## src/rtl/fdisp_pkg.sv

```systemverilog
package fdisp_pkg;
   localparam int OP_W  = 6;
   localparam int NREG  = 11;
   localparam int SEL_W = 4;

   localparam int R_OPC = 0;
   localparam int R_BUF = 2;

   typedef enum logic [2:0] {
      ST_IDLE  = 3'd0,
      ST_WXFER = 3'd1,
      ST_WCMD  = 3'd2,
      ST_RCMD  = 3'd3,
      ST_CBCMD = 3'd4,
      ST_ERCMD = 3'd5
   } bst_t;

   localparam logic [OP_W-1:0] OPC_PROG   = 6'h01;
   localparam logic [OP_W-1:0] OPC_READ   = 6'h02;
   localparam logic [OP_W-1:0] OPC_CPBK   = 6'h03;
   localparam logic [OP_W-1:0] OPC_ERASE  = 6'h04;
   localparam logic [OP_W-1:0] OPC_UNS_LO = 6'h05;
   localparam logic [OP_W-1:0] OPC_UNS_HI = 6'h10;
endpackage

```

## src/rtl/fd_opdec.sv

```systemverilog
module fd_opdec
   import fdisp_pkg::*;
(
   input  logic [OP_W-1:0] opc,
   input  logic            buf_nz,
   output bst_t            entry,
   output logic            ok,
   output logic            unsup,
   output logic            inval
);
   always_comb begin
      entry = ST_IDLE;
      ok    = 1'b1;
      unsup = 1'b0;
      inval = 1'b0;
      case (opc)
         OPC_PROG:  entry = buf_nz ? ST_WXFER : ST_WCMD;
         OPC_READ:  entry = ST_RCMD;
         OPC_CPBK:  entry = ST_CBCMD;
         OPC_ERASE: entry = ST_ERCMD;
         default: begin
            ok = 1'b0;
            if (opc >= OPC_UNS_LO && opc <= OPC_UNS_HI) unsup = 1'b1;
            else                                        inval = 1'b1;
         end
      endcase
   end
endmodule

```

## src/rtl/fd_regs.sv

```systemverilog
module fd_regs
   import fdisp_pkg::*;
#(
   parameter int REG_W = 32
) (
   input  logic                  clk,
   input  logic                  rst_n,
   input  logic                  we,
   input  logic [SEL_W-1:0]      sel,
   input  logic [REG_W-1:0]      wdata,
   input  logic                  lock,
   output logic [NREG*REG_W-1:0] q_flat
);
   logic [REG_W-1:0] rq [NREG];

   for (genvar k = 0; k < NREG; k++) begin : g_reg
      always_ff @(posedge clk or negedge rst_n) begin
         if (!rst_n)                                    rq[k] <= '0;
         else if (we && !lock && sel == SEL_W'(k))      rq[k] <= wdata;
      end
      assign q_flat[k*REG_W +: REG_W] = rq[k];
   end

   // a locked bank keeps its operands
   p_locked_hold_r3: assert property (@(posedge clk) disable iff (!rst_n)
      (we && lock) |=> $stable(q_flat));
endmodule

```

## src/rtl/fd_bankseq.sv

```systemverilog
module fd_bankseq
   import fdisp_pkg::*;
(
   input  logic clk,
   input  logic rst_n,
   input  logic load,
   input  bst_t entry,
   input  logic xfer_done,
   input  logic op_done,
   output bst_t state,
   output logic xflag
);
   always_ff @(posedge clk or negedge rst_n) begin
      if (!rst_n) begin
         state <= ST_IDLE;
         xflag <= 1'b1;
      end else if (load) begin
         state <= entry;
         if (entry == ST_WXFER) xflag <= 1'b0;
      end else if (state != ST_IDLE && op_done) begin
         state <= ST_IDLE;
      end else if (state == ST_WXFER && xfer_done) begin
         state <= ST_WCMD;
         xflag <= 1'b1;
      end
   end

   p_done_to_idle_r11: assert property (@(posedge clk) disable iff (!rst_n)
      (state != ST_IDLE && op_done) |=> state == ST_IDLE);
   p_xfer_adv_r10: assert property (@(posedge clk) disable iff (!rst_n)
      (state == ST_WXFER && xfer_done && !op_done) |=> (state == ST_WCMD && xflag));
   p_xfer_entry_r5: assert property (@(posedge clk) disable iff (!rst_n)
      (load && entry == ST_WXFER) |=> (state == ST_WXFER && !xflag));
endmodule

```

## src/rtl/flash_cmd_dispatch.sv

```systemverilog
module flash_cmd_dispatch
   import fdisp_pkg::*;
#(
   parameter int NUM_BANKS = 4,
   parameter int REG_W     = 32,
   localparam int BANK_W   = $clog2(NUM_BANKS),
   localparam int ST_W     = $bits(bst_t)
) (
   input  logic                      clk,
   input  logic                      rst_n,
   input  logic                      wr_en,
   input  logic [BANK_W-1:0]         wr_bank,
   input  logic [SEL_W-1:0]          wr_sel,
   input  logic [REG_W-1:0]          wr_data,
   input  logic                      start,
   input  logic [BANK_W-1:0]         start_bank,
   input  logic [NUM_BANKS-1:0]      xfer_done,
   input  logic [NUM_BANKS-1:0]      op_done,
   input  logic [BANK_W-1:0]         rd_bank,
   input  logic [SEL_W-1:0]          rd_sel,
   output logic [REG_W-1:0]          rd_data,
   output logic [NUM_BANKS*ST_W-1:0] bank_state,
   output logic [NUM_BANKS-1:0]      bank_busy,
   output logic [NUM_BANKS-1:0]      xfer_flag,
   output logic                      err_unsup,
   output logic                      err_inval,
   output logic                      err_coll
);
   if (NUM_BANKS < 2 || (1 << BANK_W) != NUM_BANKS) begin : g_bad_banks
      $error("NUM_BANKS must be a power of two, at least 2");
   end
   if (REG_W < OP_W) begin : g_bad_width
      $error("REG_W must hold an opcode");
   end

   logic [NREG*REG_W-1:0] bank_regs [NUM_BANKS];
   bst_t                  st        [NUM_BANKS];
   logic [NUM_BANKS-1:0]  load;

   logic       tgt_busy, buf_nz, dec_ok, dec_unsup, dec_inval, accept;
   bst_t       dec_entry;
   logic [OP_W-1:0] opc;

   assign tgt_busy = bank_busy[start_bank];
   assign opc      = bank_regs[start_bank][R_OPC*REG_W +: OP_W];
   assign buf_nz   = |bank_regs[start_bank][R_BUF*REG_W +: REG_W];
   assign accept   = start && !tgt_busy && dec_ok;

   fd_opdec u_dec (
      .opc   (opc),
      .buf_nz(buf_nz),
      .entry (dec_entry),
      .ok    (dec_ok),
      .unsup (dec_unsup),
      .inval (dec_inval)
   );

   for (genvar b = 0; b < NUM_BANKS; b++) begin : g_bank
      assign load[b] = accept && (start_bank == BANK_W'(b));

      fd_regs #(.REG_W(REG_W)) u_regs (
         .clk   (clk),
         .rst_n (rst_n),
         .we    (wr_en && (wr_bank == BANK_W'(b))),
         .sel   (wr_sel),
         .wdata (wr_data),
         .lock  (bank_busy[b]),
         .q_flat(bank_regs[b])
      );

      fd_bankseq u_seq (
         .clk      (clk),
         .rst_n    (rst_n),
         .load     (load[b]),
         .entry    (dec_entry),
         .xfer_done(xfer_done[b]),
         .op_done  (op_done[b]),
         .state    (st[b]),
         .xflag    (xfer_flag[b])
      );

      assign bank_state[b*ST_W +: ST_W] = st[b];
      assign bank_busy[b]               = (st[b] != ST_IDLE);
   end

   always_comb begin
      rd_data = '0;
      for (int k = 0; k < NREG; k++) begin
         if (rd_sel == SEL_W'(k)) rd_data = bank_regs[rd_bank][k*REG_W +: REG_W];
      end
   end

   always_ff @(posedge clk or negedge rst_n) begin
      if (!rst_n) begin
         err_unsup <= 1'b0;
         err_inval <= 1'b0;
         err_coll  <= 1'b0;
      end else begin
         err_unsup <= start && !tgt_busy && dec_unsup;
         err_inval <= start && !tgt_busy && dec_inval;
         err_coll  <= (start && tgt_busy) || (wr_en && bank_busy[wr_bank]);
      end
   end

   p_err_excl_r9: assert property (@(posedge clk) disable iff (!rst_n)
      !(err_unsup && err_inval));
   p_accept_busy_r4: assert property (@(posedge clk) disable iff (!rst_n)
      accept |=> bank_busy[$past(start_bank)]);
   p_refuse_idle_r8: assert property (@(posedge clk) disable iff (!rst_n)
      (start && !tgt_busy && !dec_ok) |=> !bank_busy[$past(start_bank)]);
   p_busy_start_coll_r12: assert property (@(posedge clk) disable iff (!rst_n)
      (start && tgt_busy) |=> err_coll);
endmodule

```

## config.mk

```make
export PLATFORM = sky130hd
export DESIGN_NAME = flash_cmd_dispatch
export DESIGN_NICKNAME = d
export VERILOG_FILES = /design/src/rtl/fdisp_pkg.sv /design/src/rtl/fd_opdec.sv /design/src/rtl/fd_regs.sv /design/src/rtl/fd_bankseq.sv /design/src/rtl/flash_cmd_dispatch.sv
export SDC_FILE = /design/constraint.sdc
export NUM_CORES = 2
export LEC_CHECK = 0
export BUFFER_PORTS_ARGS = -buffer_cell sky130_fd_sc_hd__buf_2
export CAP_MARGIN = 40
export CORE_ASPECT_RATIO = 2
export CORE_MARGIN = 10
export CORE_UTILIZATION = 60
export CTS_CLUSTER_SIZE = 24
export DETAILED_ROUTE_END_ITERATION = 7
export GPL_TIMING_DRIVEN = 0
export PLACE_DENSITY = 0.77
export SYNTH_ARGS = -nofsm -noshare
export SYNTH_HDL_FRONTEND = slang
export SYNTH_HIERARCHICAL = 1
export SYNTH_SLANG_ARGS = --single-unit
```

## constraint.sdc

```tcl
create_clock -name clk -period 3.08 [get_ports clk]
set_input_delay 0.308 -clock clk [delete_from_list [all_inputs] [get_ports clk]]
set_output_delay 0.308 -clock clk [all_outputs]
set_load 0.005 [all_outputs]
```

== After elaboration in Yosys (flattened, before gate mapping) ==
Index checks and enable logic that the tools add are counted.

* Order comparisons: 6
* Eq/ne operators: 43
* Muxes and demuxes: 53
* Bitwise logic cells: 2
* Reduce and logical (&&, ||, !) cells: 99

{| class="wikitable"
|+ Operator list
! operator !! number
|-
| $bmux 352 s2 || 2
|-
| $mux 352 || 2
|-
| $mux 32 || 11
|-
| $mux 96 || 2
|-
| $logic_and 1x1->1 || 71
|-
| $mux 3 || 12
|-
| $eq 4x3->1 const B || 8
|-
| $reduce_or 32->1 || 1
|-
| $eq 4x4->1 const B || 6
|-
| $reduce_bool 3->1 || 8
|-
| $mux 1 || 20
|-
| $eq 4x2->1 const B || 4
|-
| $eq 3x1->1 const B || 5
|-
| $eq 6x2->1 const B || 2
|-
| $pmux 3 s4 || 1
|-
| $reduce_and 3->1 || 4
|-
| $eq 2x2->1 const B || 4
|-
| $eq 4x1->1 const B || 2
|-
| $logic_not 4->1 || 2
|-
| $ne 2x1->1 const B || 4
|-
| $ne 2x2->1 const B || 4
|-
| $reduce_bool 2->1 || 4
|-
| $eq 6x1->1 const B || 1
|-
| $eq 6x3->1 const B || 1
|-
| other kinds (12) || 22
|}

* Register bits after elaboration: 1427
* Input bits: 58
* Output and inout port bits: 55
* Word-level logic and storage cells: 258

== Depth between registers and ports, before layout ==
* Depth in word-level cells: 15
* Depth in mapped cells: 10
* Gate-level depth less buffers: 10

== Hierarchy ==
The synthesis kept the hierarchy.

{| class="wikitable"
|+ Modules (own cells, without submodules)
! module !! instances !! cells each !! area an instance (µm²)
|-
| fd_regs || 4 || 788 || 13369.1
|-
| flash_cmd_dispatch || 1 || 1008 || 12056.6
|-
| fd_bankseq || 4 || 19 || 211.5
|-
| fd_opdec || 1 || 21 || 122.6
|}

== Worst setup path after synthesis ==
Ideal clock, no wire load.

* Path type: input to register
* Start: input start_bank[0]
* End: register g_bank[0].u_seq.xflag
* Data arrival time: 2.967 ns
* Slack: 0.052 ns
* Stages: 6
* Cells stage by stage: clkbuf_1 -> mux4_2 -> or3_1 -> nor3_1 -> nand4bb_1 -> a22o_1

* Elaborated cells between the ends (all ways): 26

{| class="wikitable"
|+ RTL lines
! item !! RTL line !! text
|-
| from (decl) || flash_cmd_dispatch.sv:16 || <nowiki>input logic [BANK_W-1:0] start_bank,</nowiki>
|-
| $not 2->3 (not written as such) * || flash_cmd_dispatch.sv:45 || <nowiki>assign opc = bank_regs[start_bank][R_OPC*REG_W +: OP_W];</nowiki>
|-
| $bmux 352 s2 * || flash_cmd_dispatch.sv:45 ||
|-
| $mux 96 (not written as such) * (2 in series) || flash_cmd_dispatch.sv:46 || <nowiki>assign buf_nz = |bank_regs[start_bank][R_BUF*REG_W +: REG_W];</nowiki>
|-
| named net opc[3] || flash_cmd_dispatch.sv:42 || <nowiki>logic [OP_W-1:0] opc;</nowiki>
|-
| $eq 6x3->1, or another cell as far along || fd_opdec.sv:16 || <nowiki>case (opc)</nowiki>
|-
| $pmux 3 s4 * || fd_opdec.sv:16 ||
|-
| named net dec_entry[1] || flash_cmd_dispatch.sv:41 || <nowiki>bst_t dec_entry;</nowiki>
|-
| $eq 3x1->1 * || fd_bankseq.sv:19 || <nowiki>if (entry == ST_WXFER) xflag <= 1'b0;</nowiki>
|-
| $ne 2x2->1 (no source line) * || -- ||
|-
| $reduce_and 3->1 (no source line) * || -- ||
|-
| to (signal assigned) || fd_bankseq.sv:16 || <nowiki>xflag <= 1'b1;</nowiki>
|-
| to (signal assigned) || fd_bankseq.sv:19 ||
|-
| to (signal assigned) || fd_bankseq.sv:24 || <nowiki>xflag <= 1'b1;</nowiki>
|-
| to (decl) || fd_bankseq.sv:11 || <nowiki>output logic xflag</nowiki>
|}

Mark *: on every way through the listed nets, which the timed path passes. The rest lies on a longest branch. The select of a mux whose other input is x is not followed.
A chain may end at the register's enable or synchronous reset.

== Final worst setup path ==
* Start: input rd_bank[1]
* End: output rd_data[2]

* Longest elaborated chain between the ends: 15

{| class="wikitable"
|+ Ends and longest elaborated chain
! item !! RTL line !! text
|-
| from (decl) || flash_cmd_dispatch.sv:19 || <nowiki>input logic [BANK_W-1:0] rd_bank,</nowiki>
|-
| $not 2->3 (not written as such) * || flash_cmd_dispatch.sv:89 || <nowiki>if (rd_sel == SEL_W'(k)) rd_data = bank_regs[rd_bank][k*REG_W +: REG_W];</nowiki>
|-
| $bmux 352 s2 * || flash_cmd_dispatch.sv:89 ||
|-
| $mux 352 (not written as such) * (2 in series) || flash_cmd_dispatch.sv:89 ||
|-
| $mux 32 (10 in series) || flash_cmd_dispatch.sv:89 ||
|-
| $mux 32 * || flash_cmd_dispatch.sv:89 ||
|-
| to (decl) || flash_cmd_dispatch.sv:21 || <nowiki>output logic [REG_W-1:0] rd_data,</nowiki>
|}

Every way passes the cells marked *; elsewhere a longest branch is shown, timed or not. The select of a mux whose other input is x is not followed.

==> metrics.yaml <==
synth_cell_types: 70
reg2reg_from: "g_bank[1].u_seq/state[1]"
outcome: "finished with violations"
critPathLaunch: "rd_bank[1]"
hold_buffers: 41
async_reset_ff_share_pct: 100
finalPower_mw: 46.0
grt_overflow: 0
io_pins: 113
finalHoldViolCount: 159
violations: "negative hold slack, negative setup slack"
relSlewSlack_pct: 31.9
postRouteAntennaNets: 0
cts.htree.levels: 3
arrival_ps: 3140
leakagePower_nw: 35.2
reg2reg_slack_ps: -170
antenna_found_initial: 22
final_cell_area_mm2: 0.0754
synth_ff_type: "dfrtp_1"
fin_nets: 4681
whs_ps: -388
syn_area_mm2: 0.0665
wl_met1_mm: 80.5
fp-row-count: 172
max_freq_mhz: 290
drc: 0
grt_pass1_wl_mm: 363
worstMarginPinSlew_ps: 1020
powerDensity_mw_per_mm2: 610
ys_ff_latch: 1427
synth_edf_count: 0
reg2reg_depth: 7
path_max_fanout: 10
gp_congestion: 1.08
port_buffers: 110
wl_met3_mm: 25.7
cts_tree: "built"
r2r_end: "g_bank[1].u_regs/q_flat[39]"
avgSynthCellArea_um2: 15.6
clkLatencyLatePin_ps: 800
grt_pass1_vias: 46364
ctsLongestPathBuffers: 3
clk_pin_slew_ps: 70
critPathLaunchType: "input pin"
grt_usage_pct: 41.9
fillers: 7550
period_needed_ps: 3450
viasPerCell: 7.16
core-area_mm2: 0.110
initial_core_util_pct: 60.5
maxCapViolations: 0
rsz0062_at_grt: "true"
mappedNetlistNets: 4315
chipWidth_um: 255
synth_cells: 4257
numCtsBuffers: 120
fin_skew_ps: 39.9
dp_hpwl_mm: 181
drt_first_pass_iters: 8
area_growth_pct: 13.3
hold_class: "input pin to async pin"
met2_length_mm: 122
worstSetupEndpointType: "primary output"
crit_type: "input pin to primary output"
dieArea_mm2: 0.125
setup_viol: 102
clock-sinks: 1427
drive_gt1_share_pct: 53.3
crit_required_ps: 2770
yosys_warnings: 6
worst_slack_ps: -368
vias: 44534
ir_worst_vdd_v: 0.000503
finalWirelength_mm: 262
root_buffer: "clkbuf_16"
report.final.slew_viol_count: 0
seq_area_frac_synth_pct: 53.7
wl_per_cell_um: 42.1
grt_max_degree: 174
placed_area_mm2: 0.0699
fin_crit_sh_pct: 112
drtIter0Drc: 4703
top_layer: "met5"
crit_end: "rd_data[2]"
chipHeight_um: 491
## what timing repair did
action                                  4_1_cts  5_1_grt
setup buffers                                 9       11
endpoints found under the setup margin       57       76
resized for setup                           128       67
pin swaps                                    21       21
endpoints found under the hold margin       304      159
## cell families after synthesis
group	after synthesis	share of synthesized area (%)
buffers and inverters	419	3.68
DFF	1427	53.7
AOI/OAI and AO/OA	286	3.04
muxes	1782	36.4
and+or+nand+nor	343	3.13
## final cells by class
class / count / area [µm²] / share of cell area [%]
inverter: 14 / 52.6 / 0.0697
sequential: 1427 / 35700 / 47.4
buffer: 405 / 2800 / 3.71
clock inverter: 38 / 429 / 0.570
tap: 1479 / 1850 / 2.46
clock buffer: 182 / 3650 / 4.84
timing repair buffer: 244 / 2130 / 2.83
multi-input combinational: 2411 / 28700 / 38.1
antenna: 22 / 55.1 / 0.0731
## per-stage QoR
stage,worst slack [ps],hold slack (ps),std cells,utilization [%],setup TNS (ps)
2_1_floorplan,52.3,12.4,4257,-,0
3_3_place_gp,-29120,464,5846,62.7,-
3_5_place_dp,-780,459,5919,63.6,-75000
4_1_cts,-200,-343,6189,68.1,-439
5_1_grt,-304,-311,6202,68.5,-4260
6_report,-368,-388,6222,68.5,-5980
## synthesized netlist by cell type (all sizes together) (10+ instances only)
cell	count	area [µm²]
a211oi	23	173
a21o	10	75.1
a21oi	26	130
a221oi	12	111
a22o	23	206
a22oi	52	390
and3	12	95.1
and4bb	10	125
buf	248	1800
clkbuf	157	593
dfrtp	1423	35600
inv	14	52.6
mux2	1449	16800
mux4	328	7420
nand2	90	340
nand4	16	100
nor2	54	205
nor2b	35	249
nor3	20	105
nor3b	13	97.6
nor4	47	315
o211ai	28	240
o21ai	34	170
o22ai	57	357
## how the worst min path moves through the flow
stage / to / cells after the start / slack (ps) / startpoint
floorplan: err_coll / 0 / 10 / rst_n
global placement: g_bank[3].u_regs/q_flat[102] / 1 / 460 / g_bank[3].u_regs/q_flat[102]
detailed placement: g_bank[2].u_regs/q_flat[156] / 1 / 460 / rst_n
CTS: g_bank[2].u_regs/q_flat[156] / 1 / -340 / rst_n
global route: g_bank[1].u_regs/q_flat[156] / 1 / -310 / rst_n
finish: g_bank[1].u_regs/q_flat[156] / 1 / -390 / rst_n
## cell usage in the layout (no fill, tap or decap), types with 20 or more instances in the layout
master         Yosys  final
a211oi_1          23     23
a21oi_1           26     24
a22oi_1           52     43
buf_12            15     20
buf_2            167    232
buf_4             22     57
buf_6             40     87
buf_8              3     40
clkbuf_1         156    166
clkbuf_16          0    122
clkbuf_8           0     38
clkinv_2           0     23
dfrtp_1         1423   1423
diode_2            0     22
dlygate4sd3_1      0     41
mux2_2          1325   1325
mux2_4           120    120
mux4_2           319    319
nand2_1           89     82
nor2_1            53     50
nor2b_1           31     30
nor4_1            45     36
o211ai_1          22     22
o22ai_1           57     55
## report_power, final
group          switching [mW]  internal [mW]  total (mW)
logic                    3.55           3.75        7.30
clock network            7.32           8.74        16.1
registers                1.39           21.2        22.6
## state kept, by name (all words and copies together), names as in the netlist
register,count
g_bank.u_regs/q_flat,1408
g_bank.u_seq/state,12
g_bank.u_seq/xflag,4
err_coll,1
err_inval,1
err_unsup,1
## critical path, stage by stage
cell and delay (ps):
buf_4 210, buf_2 390, buf_6 340, mux4_2 370, a22oi_2 250, nand4_1 570
o211ai_1 370, a31oi_2 160, buf_2 160
## per-layer routing
| layer | global-route usage [%] | up-vias |
|---|---|---|
| met5 | 0.424 | - |
| met4 | 43.6 | 12 |
| met3 | 13.8 | 1270 |
| met2 | 64.7 | 3007 |
| met1 | 43.3 | 23572 |
| li1 | - | 16673 |
(Power assumes the default switching activity.)
